===== src/rtl/vmaint_pkg.sv =====
package vmaint_pkg;

  typedef logic [31:0] lr_entry_t;
  typedef logic [31:0] hcr_word_t;
  typedef logic [7:0]  mstat_t;

  localparam int LR_HW_BIT     = 31;
  localparam int LR_NOTIFY_BIT = 19;
  localparam int LR_STATE_LO   = 28;

  localparam logic [1:0] ST_INVALID = 2'b00;
  localparam logic [1:0] ST_PENDING = 2'b01;

  localparam int HC_GLOBAL   = 0;
  localparam int HC_UNDER    = 1;
  localparam int HC_ENP      = 2;
  localparam int HC_NOPEND   = 3;
  localparam int HC_G0ON     = 4;
  localparam int HC_G0OFF    = 5;
  localparam int HC_G1ON     = 6;
  localparam int HC_G1OFF    = 7;
  localparam int HC_CNT_LO   = 27;

  function automatic logic [1:0] lr_state(input lr_entry_t e);
    return e[LR_STATE_LO +: 2];
  endfunction

  function automatic logic lr_wants_eoi(input lr_entry_t e);
    return (lr_state(e) == ST_INVALID) && !e[LR_HW_BIT] && e[LR_NOTIFY_BIT];
  endfunction

endpackage


===== src/rtl/vm_reg_bank.sv =====
module vm_reg_bank #(
  parameter int N   = 4,
  parameter int W   = 32,
  localparam int IW = (N > 1) ? $clog2(N) : 1
) (
  input  logic          clk,
  input  logic          rst_n,
  input  logic          we,
  input  logic [IW-1:0] idx,
  input  logic [W-1:0]  wdata,
  output logic [W-1:0]  q [N]
);

  logic [W-1:0] d [N];

  for (genvar g = 0; g < N; g++) begin : g_word
    logic hit;
    assign hit = we && (int'(idx) == g);

    always_comb begin
      d[g] = q[g];
      if (hit) d[g] = wdata;
    end

    always_ff @(posedge clk or negedge rst_n) begin
      if (!rst_n) q[g] <= '0;
      else        q[g] <= d[g];
    end
  end

endmodule


===== src/rtl/vm_lr_tally.sv =====
module vm_lr_tally
  import vmaint_pkg::*;
#(
  parameter int NUM_LR = 4,
  localparam int CNT_W = $clog2(NUM_LR + 1)
) (
  input  lr_entry_t        entries [NUM_LR],
  output logic [CNT_W-1:0] eoi_cnt,
  output logic [CNT_W-1:0] valid_cnt,
  output logic [CNT_W-1:0] pend_cnt
);

  always_comb begin
    eoi_cnt   = '0;
    valid_cnt = '0;
    pend_cnt  = '0;
    for (int i = 0; i < NUM_LR; i++) begin
      if (lr_wants_eoi(entries[i]))             eoi_cnt   = eoi_cnt + CNT_W'(1);
      if (lr_state(entries[i]) != ST_INVALID)   valid_cnt = valid_cnt + CNT_W'(1);
      if (lr_state(entries[i]) == ST_PENDING)   pend_cnt  = pend_cnt + CNT_W'(1);
    end
  end

endmodule


===== src/rtl/vm_status_word.sv =====
module vm_status_word
  import vmaint_pkg::*;
#(
  parameter int CNT_W = 3
) (
  input  logic [CNT_W-1:0] eoi_cnt,
  input  logic [CNT_W-1:0] valid_cnt,
  input  logic [CNT_W-1:0] pend_cnt,
  input  hcr_word_t        hcr,
  input  logic             grp0_en,
  input  logic             grp1_en,
  output mstat_t           status,
  output logic             irq
);

  always_comb begin
    status    = '0;
    status[0] = (eoi_cnt != '0);
    status[1] = hcr[HC_UNDER]  && (int'(valid_cnt) < 2);
    status[2] = hcr[HC_ENP]    && (hcr[HC_CNT_LO +: 5] != 5'd0);
    status[3] = hcr[HC_NOPEND] && (pend_cnt == '0);
    status[4] = hcr[HC_G0ON]   &&  grp0_en;
    status[5] = hcr[HC_G0OFF]  && !grp0_en;
    status[6] = hcr[HC_G1ON]   &&  grp1_en;
    status[7] = hcr[HC_G1OFF]  && !grp1_en;
    irq       = hcr[HC_GLOBAL] && (status != '0);
  end

endmodule


===== src/rtl/vmaint_gen.sv =====
module vmaint_gen
  import vmaint_pkg::*;
#(
  parameter int NUM_CPU = 2,
  parameter int NUM_LR  = 4,
  localparam int CPU_W  = (NUM_CPU > 1) ? $clog2(NUM_CPU) : 1,
  localparam int LR_W   = (NUM_LR > 1) ? $clog2(NUM_LR) : 1
) (
  input  logic               clk,
  input  logic               rst_n,
  input  logic               lr_we,
  input  logic [CPU_W-1:0]   lr_cpu,
  input  logic [LR_W-1:0]    lr_idx,
  input  logic [31:0]        lr_wdata,
  input  logic               hcr_we,
  input  logic [CPU_W-1:0]   hcr_cpu,
  input  logic [31:0]        hcr_wdata,
  input  logic [NUM_CPU-1:0] vif_grp0_en,
  input  logic [NUM_CPU-1:0] vif_grp1_en,
  input  logic [CPU_W-1:0]   rd_cpu,
  output logic [7:0]         rd_status,
  output logic [NUM_CPU-1:0] maint_irq
);

  localparam int NUM_ENT = NUM_CPU * NUM_LR;
  localparam int ENT_W   = (NUM_ENT > 1) ? $clog2(NUM_ENT) : 1;
  localparam int CNT_W   = $clog2(NUM_LR + 1);

  // flat list-entry write index, guarded against out-of-range selectors
  logic             lr_sel_ok;
  logic             lr_bank_we;
  logic [ENT_W-1:0] lr_flat_idx;
  logic             hcr_sel_ok;
  logic             hcr_bank_we;

  always_comb begin
    lr_sel_ok   = (int'(lr_cpu) < NUM_CPU) && (int'(lr_idx) < NUM_LR);
    lr_bank_we  = lr_we && lr_sel_ok;
    lr_flat_idx = ENT_W'(int'(lr_cpu) * NUM_LR + int'(lr_idx));
    hcr_sel_ok  = (int'(hcr_cpu) < NUM_CPU);
    hcr_bank_we = hcr_we && hcr_sel_ok;
  end

  lr_entry_t lr_q  [NUM_ENT];
  hcr_word_t hcr_q [NUM_CPU];

  vm_reg_bank #(.N(NUM_ENT), .W(32)) u_lr_bank (
    .clk   (clk),
    .rst_n (rst_n),
    .we    (lr_bank_we),
    .idx   (lr_flat_idx),
    .wdata (lr_wdata),
    .q     (lr_q)
  );

  vm_reg_bank #(.N(NUM_CPU), .W(32)) u_hcr_bank (
    .clk   (clk),
    .rst_n (rst_n),
    .we    (hcr_bank_we),
    .idx   (hcr_cpu),
    .wdata (hcr_wdata),
    .q     (hcr_q)
  );

  mstat_t status_c [NUM_CPU];

  for (genvar c = 0; c < NUM_CPU; c++) begin : g_cpu
    lr_entry_t        lr_row [NUM_LR];
    logic [CNT_W-1:0] n_eoi;
    logic [CNT_W-1:0] n_valid;
    logic [CNT_W-1:0] n_pend;
    logic             irq_c;

    for (genvar l = 0; l < NUM_LR; l++) begin : g_row
      assign lr_row[l] = lr_q[c*NUM_LR + l];
    end

    vm_lr_tally #(.NUM_LR(NUM_LR)) u_tally (
      .entries   (lr_row),
      .eoi_cnt   (n_eoi),
      .valid_cnt (n_valid),
      .pend_cnt  (n_pend)
    );

    vm_status_word #(.CNT_W(CNT_W)) u_stat (
      .eoi_cnt   (n_eoi),
      .valid_cnt (n_valid),
      .pend_cnt  (n_pend),
      .hcr       (hcr_q[c]),
      .grp0_en   (vif_grp0_en[c]),
      .grp1_en   (vif_grp1_en[c]),
      .status    (status_c[c]),
      .irq       (irq_c)
    );

    assign maint_irq[c] = irq_c;

    AST_IRQ_NEEDS_GLOBAL: assert property (@(posedge clk) disable iff (!rst_n)
      maint_irq[c] |-> hcr_q[c][HC_GLOBAL]);
    AST_IRQ_HAS_CAUSE: assert property (@(posedge clk) disable iff (!rst_n)
      maint_irq[c] |-> (status_c[c] != '0));
    AST_EOI_HAS_ENTRY: assert property (@(posedge clk) disable iff (!rst_n)
      status_c[c][0] |-> (n_eoi != '0));
    AST_UNDER_GATED: assert property (@(posedge clk) disable iff (!rst_n)
      status_c[c][1] |-> hcr_q[c][HC_UNDER]);
    AST_ENP_NEEDS_COUNT: assert property (@(posedge clk) disable iff (!rst_n)
      status_c[c][2] |-> (hcr_q[c][HC_CNT_LO +: 5] != 5'd0));
    AST_NOPEND_EMPTY: assert property (@(posedge clk) disable iff (!rst_n)
      status_c[c][3] |-> (n_pend == '0));
    AST_GRP0_EXCLUSIVE: assert property (@(posedge clk) disable iff (!rst_n)
      !(status_c[c][4] && status_c[c][5]));
    AST_HCR_HOLDS: assert property (@(posedge clk) disable iff (!rst_n)
      !hcr_we |=> $stable(hcr_q[c]));
  end

  always_comb begin
    rd_status = '0;
    for (int c = 0; c < NUM_CPU; c++) begin
      if (int'(rd_cpu) == c) rd_status = status_c[c];
    end
  end

endmodule


===== config.mk =====
export PLATFORM = sky130hd
export DESIGN_NAME = vmaint_gen
export DESIGN_NICKNAME = d
export VERILOG_FILES = /design/src/rtl/vmaint_pkg.sv /design/src/rtl/vm_reg_bank.sv /design/src/rtl/vm_lr_tally.sv /design/src/rtl/vm_status_word.sv /design/src/rtl/vmaint_gen.sv
export SDC_FILE = /design/constraint.sdc
export NUM_CORES = 1
export LEC_CHECK = 0
export BUFFER_PORTS_ARGS = -buffer_cell sky130_fd_sc_hd__buf_2
export CORE_MARGIN = 1.5
export CORE_UTILIZATION = 58
export DETAILED_ROUTE_END_ITERATION = 6
export GPL_TIMING_DRIVEN = 0
export PLACE_DENSITY = 0.9
export SKIP_LAST_GASP = 1
export SLEW_MARGIN = 40
export SYNTH_ARGS = -nofsm -noshare
export SYNTH_HDL_FRONTEND = slang
export SYNTH_HIERARCHICAL = 1
export SYNTH_SLANG_ARGS = --single-unit

===== constraint.sdc =====
create_clock -name clk -period 3.3 [get_ports clk]
set_input_delay 0.66 -clock clk [delete_from_list [all_inputs] [get_ports clk]]
set_output_delay 0.66 -clock clk [all_outputs]
set_load 0.05 [all_outputs]

* Yosys cells after proc, flatten, opt, wreduce, memory -nomap -nowiden
Index checks and enable logic that the tools add are counted.
** Storage, ports and cells
- Bits in registers :: 320
** Cells by class
- Bitwise operators :: 1
- Eq/ne operators :: 15
- Magnitude comparators :: 2
- Multiplexer cells :: 25
- Add/subtract/negate cells :: 19
- Reductions and logical operators :: 79
** Operators with widths (number)
- $mux 3 :: 18
- $logic_and 1x1->1 :: 42
- $add 3x1->3 const B :: 12
- $eq 2x1->1 const B :: 8
- $logic_not 2->1 :: 8
- $reduce_bool 2->1 :: 8
- $reduce_bool 8->1 :: 2
- $add 1x1->2 const B :: 6
- $eq 3x3->1 const B :: 4
- $logic_not 1->1 :: 12
- $reduce_bool 5->1 :: 2
- $logic_not 3->1 :: 3
- $mux 8 :: 1
- $eq 3x2->1 const B :: 2
- $lt 3x2->1 const B :: 2
- $mux 1 :: 6
- $reduce_bool 3->1 :: 2
- $add 3x2->3 :: 1
- $eq 3x1->1 const B :: 1
- $not 1->1 :: 1

* Depth between registers and ports, before layout
Gate-level depths: netlist of run 1.
- Word-level depth :: 13
- Mapped depth :: 13

* By module
The synthesis of run 1 kept the hierarchy.
** By module, submodules not included
- vm_reg_bank (u_lr_bank) :: area each 9620.5 sq um, cells an instance 551, times used 1, sequential area each 6406.1 sq um
- vm_reg_bank (u_hcr_bank) :: area each 2531.2 sq um, cells an instance 137, times used 1, sequential area each 1601.5 sq um
- vm_lr_tally :: area each 406.6 sq um, cells an instance 51, times used 2, sequential area each 0.0 sq um
- vm_status_word :: area each 85.1 sq um, cells an instance 12, times used 2, sequential area each 0.0 sq um
- vmaint_gen :: area each 146.4 sq um, cells an instance 11, times used 1, sequential area each 0.0 sq um

* Worst setup path after synthesis of run 1
Ideal clock, no wire load.
- Path type :: flip-flop to output port
- Start :: register u_lr_bank/q[124] (netlist name)
- End :: output maint_irq[1]
- Path buffers :: 1
- Path slack :: -155 ps
- Cell stages (with the launch flop) :: 12
- Arrival time :: 2795 ps
- Path through :: dfrtp_1 > nor2_1 > nand3b_1 > inv_1 > ha_1 > xor2_1 > ha_1 > mux2_2 > or3_1 > or3_1 > o31a_1 > buf_4
** RTL lines
- from (decl) :: line vm_reg_bank.sv:11 : output logic [W-1:0] q [N]
- from (signal, indexed assignment) :: line vm_reg_bank.sv:27 : else q[g] <= d[g];
- to (decl) :: line vmaint_gen.sv:22 : output logic [NUM_CPU-1:0] maint_irq

==> summary.txt, run 1 <==
status - finished, violations left
violated checks - negative setup slack
Setup Skew - 0 ns
most frequent cells in the layout - dfrtp_1 (57), mux2_2 (46), buf_2 (43)
Initial Util - 0.6038
Num CTS Buffers - 9
Placeable Area - 5956 µm²
critical path type - reg -> out
Die H - 81.74 µm
Least-Margin Pin Slew - 0.8861 ns
Clock Tree Root - clkbuf_8
Slew HR - 0.4009
largest net degree at the start of global routing - 59
via/cell ratio - 5.471
initial DRC count - 90
CTS Sinks - 58
filler cell count in the final layout - 378
count of standard-cell rows - 28
final setup fails - 5
CP max FO - 5
First-pass DRT Iterations - 5
layout cells sized above 1 - 0.5889
initial antenna violation count - 0
H-tree depth - 3
IO Count - 87
Power Density - 645.5 nW/µm²
DIE AREA - 6681 µm²
wire length per cell - 16.92 µm
Cell Count, Final, Fillers Out - 435
MaxCap Viol Count - 0
Mapped Area - 3596 µm²
maximum VDD drop - 0.4976 mV
Final Wtd Congestion - 0.7390
drt drc - 0
first-pass GRT wire length - 11.12 mm
IO buf count - 34
fin crit share - 1.183
leakage dissipation - 2.130 nW
final hold vios - 0
Reg clk slew, reported paths - 0.07 ns
Final Net Count - 450
Final Max Slew Viols - 0
FMAX - 256.1 MHz
hold slack - 0.2752 ns
GRT Total Usage - 0.2277
Final min period - 3.905 ns
placed insts - 398
Detail Route Antenna Nets - 0
total number of vias - 2380
Post-DP HPWL - 4.826 mm
antenna cells - 0
WP data arrival - 3.24 ns
Critical Path RT - 2.64 ns
leading cell type in the layout, fill and taps excluded - dfrtp_1
Syn Nets - 384
CP dominant cell by count - buf_6
Util after Layout - 0.7647
slowest stage cell, crit path - nor4b_1
hold_buf cts - 0
Mapped Cells - 289
die width - 81.74 µm
min setup slack post-route - -0.6050 ns
Clock Path Buffers - 2
Worst Hold Class - in -> async
CP Buf/Inv Count - 2
vias in the first global route - 2458
Crit. End Element - output pin
Top delay family on crit path - simple AND/OR/NAND/NOR gates
CTS tree - done
yosys warns - 6
Setup crit start kind - flop
RSZ-0062 raised after global routing - yes
Avg Cell Area, Syn - 12.44 µm²
Skew-Pair Late Insertion Delay - 0.34 ns
max incr delay on CP - 0.80 ns
overall routed net length - 7.362 mm
Area growth syn-to-layout - 26.65%
CP Cell Sequence - nor4b_1, nand2_1, xor2_1, or3_4, or3_1, o31a_1, buf_6, buf_6
grt ovf - 0
-- final timing paths --
path | from | end | slack, ns | cells after the start
worst max-delay path | u_lr_bank/q[28]$_DFFE_PN0P_ | maint_irq[1] | -0.60 | 8
worst min-delay path | rst_n | u_hcr_bank/q[38]$_DFFE_PN0P_ | 0.28 | 1
worst max register to register | u_lr_bank/q[189]$_DFFE_PN0P_ | u_lr_bank/q[189]$_DFFE_PN0P_ | 2.36 | 2
worst min register to register | u_hcr_bank/q[6]$_DFFE_PN0P_ | u_hcr_bank/q[6]$_DFFE_PN0P_ | 0.50 | 1
max in group asynchronous | rst_n | u_lr_bank/q[189]$_DFFE_PN0P_ | 2.61 | 1
min in group clk | u_hcr_bank/q[6]$_DFFE_PN0P_ | u_hcr_bank/q[6]$_DFFE_PN0P_ | 0.50 | 1
-- state kept, by name (all words and copies together), names as in the netlist --
name / cells
u_hcr_bank/q: 26
u_lr_bank/q: 32
-- layout make-up --
class                           count  area (µm²)  share of cell area
Tap cell                           75       93.84             0.02060
Clock inverter                      4       48.80             0.01071
Clock buffer                       12       165.2             0.03626
Timing Repair Buffer               56       399.1             0.08764
Buffer                             30       261.5             0.05742
Inverter                           16       62.56             0.01374
Sequential cell                    58        1453              0.3190
Multi-Input combinational cell    184        2071              0.4547
-- metrics by stage --
step                 TNS, ns  worst slack, ns  power [mW]  area (µm²)
floorplan           -0.04853         -0.02479       1.661        3613
global placement     -0.7717          -0.3895       1.814        3877
detailed placement   -0.8522          -0.4254       1.864        3880
CTS                   -1.366          -0.5783       2.796        4390
global route          -1.933          -0.7090       3.092        4554
finish                -1.473          -0.6050       2.940        4554
-- worst reg2reg max path: stages (launching register included) --
cell	delay, ns
dfrtp_2	0.44
buf_4	0.15
mux2_2	0.25
-- what timing repair did --
item,4_1_cts,5_1_grt
endpoints found under the setup margin,5,5
resized for setup,39,23
buffers inserted,13,9
pin swaps,17,18
-- metal layers --
layer / share of wire / global-route usage / wire (µm) / up-vias
li1: - / - / - / 1122
met5: 0 / 0 / 0 / -
met2: 0.53 / 0.4025 / 3884 / 59
met3: 0.043 / 0.04000 / 313 / 12
met1: 0.41 / 0.2645 / 3029 / 1187
met4: 0.018 / 0.1119 / 135 / 0
-- power breakdown --
part / switching [mW] / leakage [nW] / internal, mW
combinational: 0.589 / 1.33 / 0.700
sequential: 0.109 / 0.688 / 0.846
clock: 0.288 / 0.112 / 0.409
No activity file was read; power rests on OpenSTA's default activity.
==> run 2, diff against run 1 <==
Settings changed: ABC_AREA set to 1, SETUP_SLACK_MARGIN set to 0.3.
==> summary.txt, run 2 <==
Least-Margin Pin Slew - 0.7153 ns (-0.1708 ns)
critical path type - reg -> out
count of standard-cell rows - 29 (+3.6%)
leading cell type in the layout, fill and taps excluded - nand2_1
most frequent cells in the layout - nand2_1 (232), inv_1 (63), dfrtp_1 (58)
layout cells sized above 1 - 0.2561 (-0.3328)
combinational power share - 0.447 (+0.009)
overall routed net length - 9.966 mm (+35%)
max reg flops - 32 (unchanged)
initial DRC count - 450 (+400%)
total number of vias - 3824 (+61%)
largest register by flop count - u_lr_bank/q
placed insts - 694 (+74%)
Clock Tree Root - clkbuf_8
yosys warns - 6 (unchanged)
Seq pwr share - 0.324 (about the same)
wire length per cell - 13.60 µm (-20%)
Power Density - 589.3 nW/µm² (-8.7%)
DIE AREA - 7133 µm² (+6.8%)
GRT Total Usage - 0.2755 (+0.04779)
Final Net Count - 748 (+66%)
hold_buf cts - 0 (unchanged)
grt ovf - 0 (unchanged)
Detail Route Antenna Nets - 0 (unchanged)
Critical Path RT - 2.64 ns (about the same)
initial antenna violation count - 0 (unchanged)
CTS tree - done
Slew HR - 0.5231 (+0.1222)
Cell Count, Final, Fillers Out - 733 (+69%)
Final Max Slew Viols - 0 (unchanged)
Clock Path Buffers - 2 (unchanged)
filler cell count in the final layout - 432 (+14%)
top flop regs - u_lr_bank/q x32, u_hcr_bank/q x26
Mapped Cells - 584 (+100%)
Mapped Area - 3849 µm² (+7.0%)
Placeable Area - 6386 µm² (+7.2%)
fin crit share - 1.081 (-0.1027)
FMAX - 280.4 MHz (+9.5%)
drt drc - 0 (unchanged)
WP data arrival - 2.91 ns (-0.33 ns)
RSZ-0062 raised after global routing - yes
hold slack - 0.3757 ns (+0.1005 ns)
Pint - 1.743 mW (-11%)
Skew-Pair Late Insertion Delay - 0.34 ns (about the same)
Num CTS Buffers - 9 (unchanged)
violated checks - negative setup slack
First-pass DRT Iterations - 5 (unchanged)
Avg Cell Area, Syn - 6.590 µm² (-47%)
Fin Setup TNS - -0.7859 ns (+0.6872 ns)
CTS Sinks - 58 (unchanged)
Reg clk slew, reported paths - 0.06 ns (about the same)
status - finished, violations left
Setup crit start kind - flop
largest net degree at the start of global routing - 59 (unchanged)
NetSw - 1.074 mW (+8.9%)
Die H - 84.46 µm (+3.3%)
H-tree depth - 3 (unchanged)
MaxCap Viol Count - 0 (unchanged)
Worst Hold Class - in -> async
via/cell ratio - 5.217 (-4.6%)
Post-DP HPWL - 6.384 mm (+32%)
IO buf count - 33 (-2.9%)
die width - 84.46 µm (+3.3%)
Setup Skew - 0 ns (unchanged)
final hold vios - 0 (unchanged)
first-pass GRT wire length - 15.72 mm (+41%)
clock power share - 0.229 (-0.008)
Syn Nets - 679 (+77%)
leakage dissipation - 2.734 nW (+28%)
IO Count - 87 (unchanged)
CP max FO - 3 (-2)
antenna cells - 0 (unchanged)
Crit. End Element - output pin
min setup slack post-route - -0.2662 ns (+0.3388 ns)
Area growth syn-to-layout - 24.22%
Final Wtd Congestion - 0.8107 (+9.7%)
vias in the first global route - 3696 (+50%)
maximum VDD drop - 0.4796 mV (-3.6%)
sw frac - 0.3813 (+0.04588)
Final min period - 3.566 ns (-0.3388 ns)
final setup fails - 3 (-2)
Initial Util - 0.6027 (-0.001117)
run 2: cell type report:
cell class / count / area, µm² / area share
buffer: 63 / 321.6 / 0.06726
clock buffer: 11 / 151.4 / 0.03167
clock inverter: 3 / 40.04 / 0.008375
inverter: 74 / 277.8 / 0.05810
multi-input combinational: 389 / 2041 / 0.4269
sequential: 58 / 1451 / 0.3036
tap: 77 / 96.34 / 0.02015
timing repair buffer: 58 / 401.6 / 0.08401
run 2: power groups by stage:
stage | registers [mW] | logic [mW] | clock network [mW]
detailed placement | 0.917 | 0.876 | 0
floorplan | 0.895 | 0.678 | 0
CTS | 0.909 | 1.07 | 0.651
global placement | 0.910 | 0.826 | 0
finish | 0.913 | 1.26 | 0.644
global route | 0.926 | 1.38 | 0.691
run 2: worst paths after layout:
path                                               from                           end  slack, ns  cells after the start
setup / recovery           u_lr_bank/q[125]$_DFFE_PN0P_                  rd_status[0]      -0.27                     19
hold / removal                                    rst_n  u_lr_bank/q[243]$_DFFE_PN0P_       0.38                      1
setup reg to reg           u_lr_bank/q[220]$_DFFE_PN0P_  u_lr_bank/q[220]$_DFFE_PN0P_       2.41                      4
hold reg to reg             u_hcr_bank/q[3]$_DFFE_PN0P_   u_hcr_bank/q[3]$_DFFE_PN0P_       0.47                      2
max in group asynchronous                         rst_n   u_hcr_bank/q[2]$_DFFE_PN0P_       2.45                      1
min in group clk            u_hcr_bank/q[3]$_DFFE_PN0P_   u_hcr_bank/q[3]$_DFFE_PN0P_       0.47                      2
run 2: worst max-delay path, stage by stage, from the launching register on:
cell	delay, ns
dfrtp_1	0.41
nor2_2	0.17
inv_2	0.07
nor3_4	0.24
ha_4	0.26
inv_2	0.05
nand2_2	0.05
nand2_2	0.08
inv_2	0.05
ha_4	0.23
nand2_1	0.07
nand2_2	0.08
nor2_4	0.12
nand2_2	0.08
buf_4	0.14
buf_6	0.10
buf_4	0.12
nand2_2	0.06
nand2_2	0.05
buf_6	0.14
run 2: per-stage QoR:
stage          worst slack [ns]  cell area (µm²)  total power [mW]  utilization
2_1_floorplan            0.4248             3849             1.573            -
3_3_place_gp           -0.06759             4110             1.736       0.6436
3_5_place_dp           -0.09850             4113             1.793       0.6440
4_1_cts                 -0.2194             4567             2.628       0.7151
5_1_grt                 -0.4399             4781             2.992       0.7486
6_report                -0.2662             4781             2.817       0.7486
run 2: what timing repair did:
item | CTS | global route
gates cloned | 0 | 0
buffers inserted | 17 | 8
endpoints found under the setup margin | 5 | 5
pin swaps | 22 | 31
resized for setup | 33 | 38
run 2: metal layers:
metal	up-vias	part of all wire	GRT usage
met4	0	0.033	0.1276
met5	-	0	0
met2	134	0.52	0.4931
met1	1803	0.40	0.3226
met3	30	0.047	0.04720
li1	1857	-	-
==> run 3, diff against run 2 <==
Settings changed: ABC_AREA 1 to 0.
==> summary.txt, run 3 (same netlist as run 1, synthesis figures left out) <==
Placeable Area - 5956 µm² (-6.7%)
Clock Tree Root - clkbuf_8
largest net degree at the start of global routing - 59 (unchanged)
die width - 81.74 µm (-3.2%)
Critical Path RT - 2.64 ns (about the same)
Final Wtd Congestion - 0.7390 (-8.8%)
Final Max Slew Viols - 0 (unchanged)
leading cell type in the layout, fill and taps excluded - dfrtp_1
via/cell ratio - 5.454 (+4.6%)
first-pass GRT wire length - 11.55 mm (-27%)
worst-case reg-to-reg path depth - 3 (-1)
CP max FO - 3 (unchanged)
Least-Margin Pin Slew - 0.7101 ns (-0.005191 ns)
final hold vios - 0 (unchanged)
Clock Path Buffers - 2 (unchanged)
largest register by flop count - u_lr_bank/q
IO buf count - 34 (+3.0%)
Power Density - 640.7 nW/µm² (+8.7%)
Post-DP HPWL - 4.826 mm (-24%)
initial DRC count - 78 (-83%)
First-pass DRT Iterations - 4 (-1)
IO Count - 87 (unchanged)
CTS Sinks - 58 (unchanged)
DIE AREA - 6681 µm² (-6.3%)
wire length per cell - 16.99 µm (+25%)
final setup fails - 5 (+2)
drt drc - 0 (unchanged)
most frequent cells in the layout - dfrtp_1 (56), mux2_2 (47), buf_2 (43)
CP endpoint - maint_irq[1]
setup slack at placement - -0.4254 ns (-0.3269 ns)
Worst Hold Class - in -> async
Final min period - 3.901 ns (+0.3346 ns)
Setup crit start kind - flop
antenna cells - 0 (unchanged)
Skew-Pair Late Insertion Delay - 0.34 ns (about the same)
Reg clk slew, reported paths - 0.06 ns (about the same)
Initial Util - 0.6038 (+0.001117)
max reg flops - 32 (unchanged)
Setup Skew - 0 ns (unchanged)
count of standard-cell rows - 28 (-3.4%)
Final Net Count - 453 (-39%)
total number of vias - 2389 (-38%)
MaxCap Viol Count - 0 (unchanged)
Slew HR - 0.5199 (-0.003209)
total power draw - 2.959 mW (+5.0%)
H-tree depth - 3 (unchanged)
top flop regs - u_lr_bank/q x32, u_hcr_bank/q x26
grt ovf - 0 (unchanged)
Detail Route Antenna Nets - 0 (unchanged)
Setup crit start - u_lr_bank/q[93]$_DFFE_PN0P_
vias in the first global route - 2499 (-32%)
hold_buf cts - 0 (unchanged)
FF-to-FF Start - u_lr_bank/q[221]$_DFFE_PN0P_
FMAX - 256.4 MHz (-8.6%)
min setup slack post-route - -0.6008 ns (-0.3346 ns)
initial antenna violation count - 0 (unchanged)
fin crit share - 1.182 (+0.1014)
violated checks - negative setup slack
GRT Total Usage - 0.2376 (-0.03786)
CTS tree - done
Num CTS Buffers - 9 (unchanged)
RSZ-0062 raised after global routing - yes
status - finished, violations left
layout cells sized above 1 - 0.6088 (+0.3527)
worst r2r dst - u_lr_bank/q[221]$_DFFE_PN0P_
WP data arrival - 3.24 ns (+0.33 ns)
Reg2Reg Setup Slack - 2.29 ns (-0.12 ns)
Util after Layout - 0.7754 (+0.02679)
leakage dissipation - 2.159 nW (-21%)
Die H - 81.74 µm (-3.2%)
critical path type - reg -> out
Area growth syn-to-layout - 28.43%
maximum VDD drop - 0.5440 mV (+13%)
Crit. End Element - output pin
Fin Setup TNS - -1.579 ns (-0.7927 ns)
overall routed net length - 7.442 mm (-25%)
hold slack - 0.2676 ns (-0.1081 ns)
[run 3: critical path: stages, from the launching register on]
cell	delay (ns)
dfrtp_1	0.42
nor2_4	0.13
nand3b_1	0.13
inv_2	0.10
ha_4	0.13
inv_1	0.04
mux2i_1	0.22
ha_1	0.28
mux2_4	0.25
or3_4	0.34
or3_4	0.33
o31a_1	0.25
buf_6	0.12
buf_6	0.14
[run 3: what timing repair did]
action                                  CTS  global route
pin swaps                                16            15
endpoints found under the setup margin    5             5
setup buffers                            18             6
cloned                                    0             0
gates resized for setup                  44            22
endpoints found under the hold margin     0             0
[run 3: power breakdown]
| part | internal [mW] | leakage, nW | switching [mW] |
|---|---|---|---|
| sequential | 0.846 | 0.687 | 0.108 |
| clock | 0.409 | 0.112 | 0.286 |
| combinational | 0.716 | 1.36 | 0.594 |
| total | 1.97 | 2.16 | 0.988 |
[run 3: worst min path at each step]
stage,start,end,cells after the start
2_1_floorplan,rst_n,u_hcr_bank/q[0]$_DFFE_PN0P_,0
3_3_place_gp,u_lr_bank/q[115]$_DFFE_PN0P_,u_lr_bank/q[115]$_DFFE_PN0P_,1
3_5_place_dp,u_hcr_bank/q[6]$_DFFE_PN0P_,u_hcr_bank/q[6]$_DFFE_PN0P_,1
4_1_cts,rst_n,u_hcr_bank/q[34]$_DFFE_PN0P_,1
5_1_grt,rst_n,u_hcr_bank/q[38]$_DFFE_PN0P_,1
6_report,rst_n,u_hcr_bank/q[38]$_DFFE_PN0P_,1
[run 3: per-stage QoR]
stage | cells | instance area, µm²
after floorplan | 289 | 3613
after detailed placement | 398 | 3880
after CTS | 432 | 4456
after global placement | 398 | 3877
final | 438 | 4618
after global routing | 438 | 4618
[run 3: cell type report]
type / instances / area, µm²
clock buffers: 12 / 165.2
well taps: 75 / 93.84
fillers: 360 / 1338
clock inverters: 4 / 48.80
inverters: 16 / 60.06
plain buffers: 31 / 272.8
multi-input cells: 184 / 2117
repair buffers: 58 / 406.6
flip-flops and latches: 58 / 1454
[run 3: metal layers]
| metal | track usage | routed length (µm) | part of all wire | up-vias |
|---|---|---|---|---|
| met1 | 0.2673 | 2985 | 0.40 | 1182 |
| li1 | - | - | - | 1133 |
| met3 | 0.04000 | 271 | 0.036 | 17 |
| met5 | 0 | 0 | 0 | - |
| met4 | 0.1119 | 197 | 0.026 | 0 |
| met2 | 0.4336 | 3987 | 0.54 | 57 |
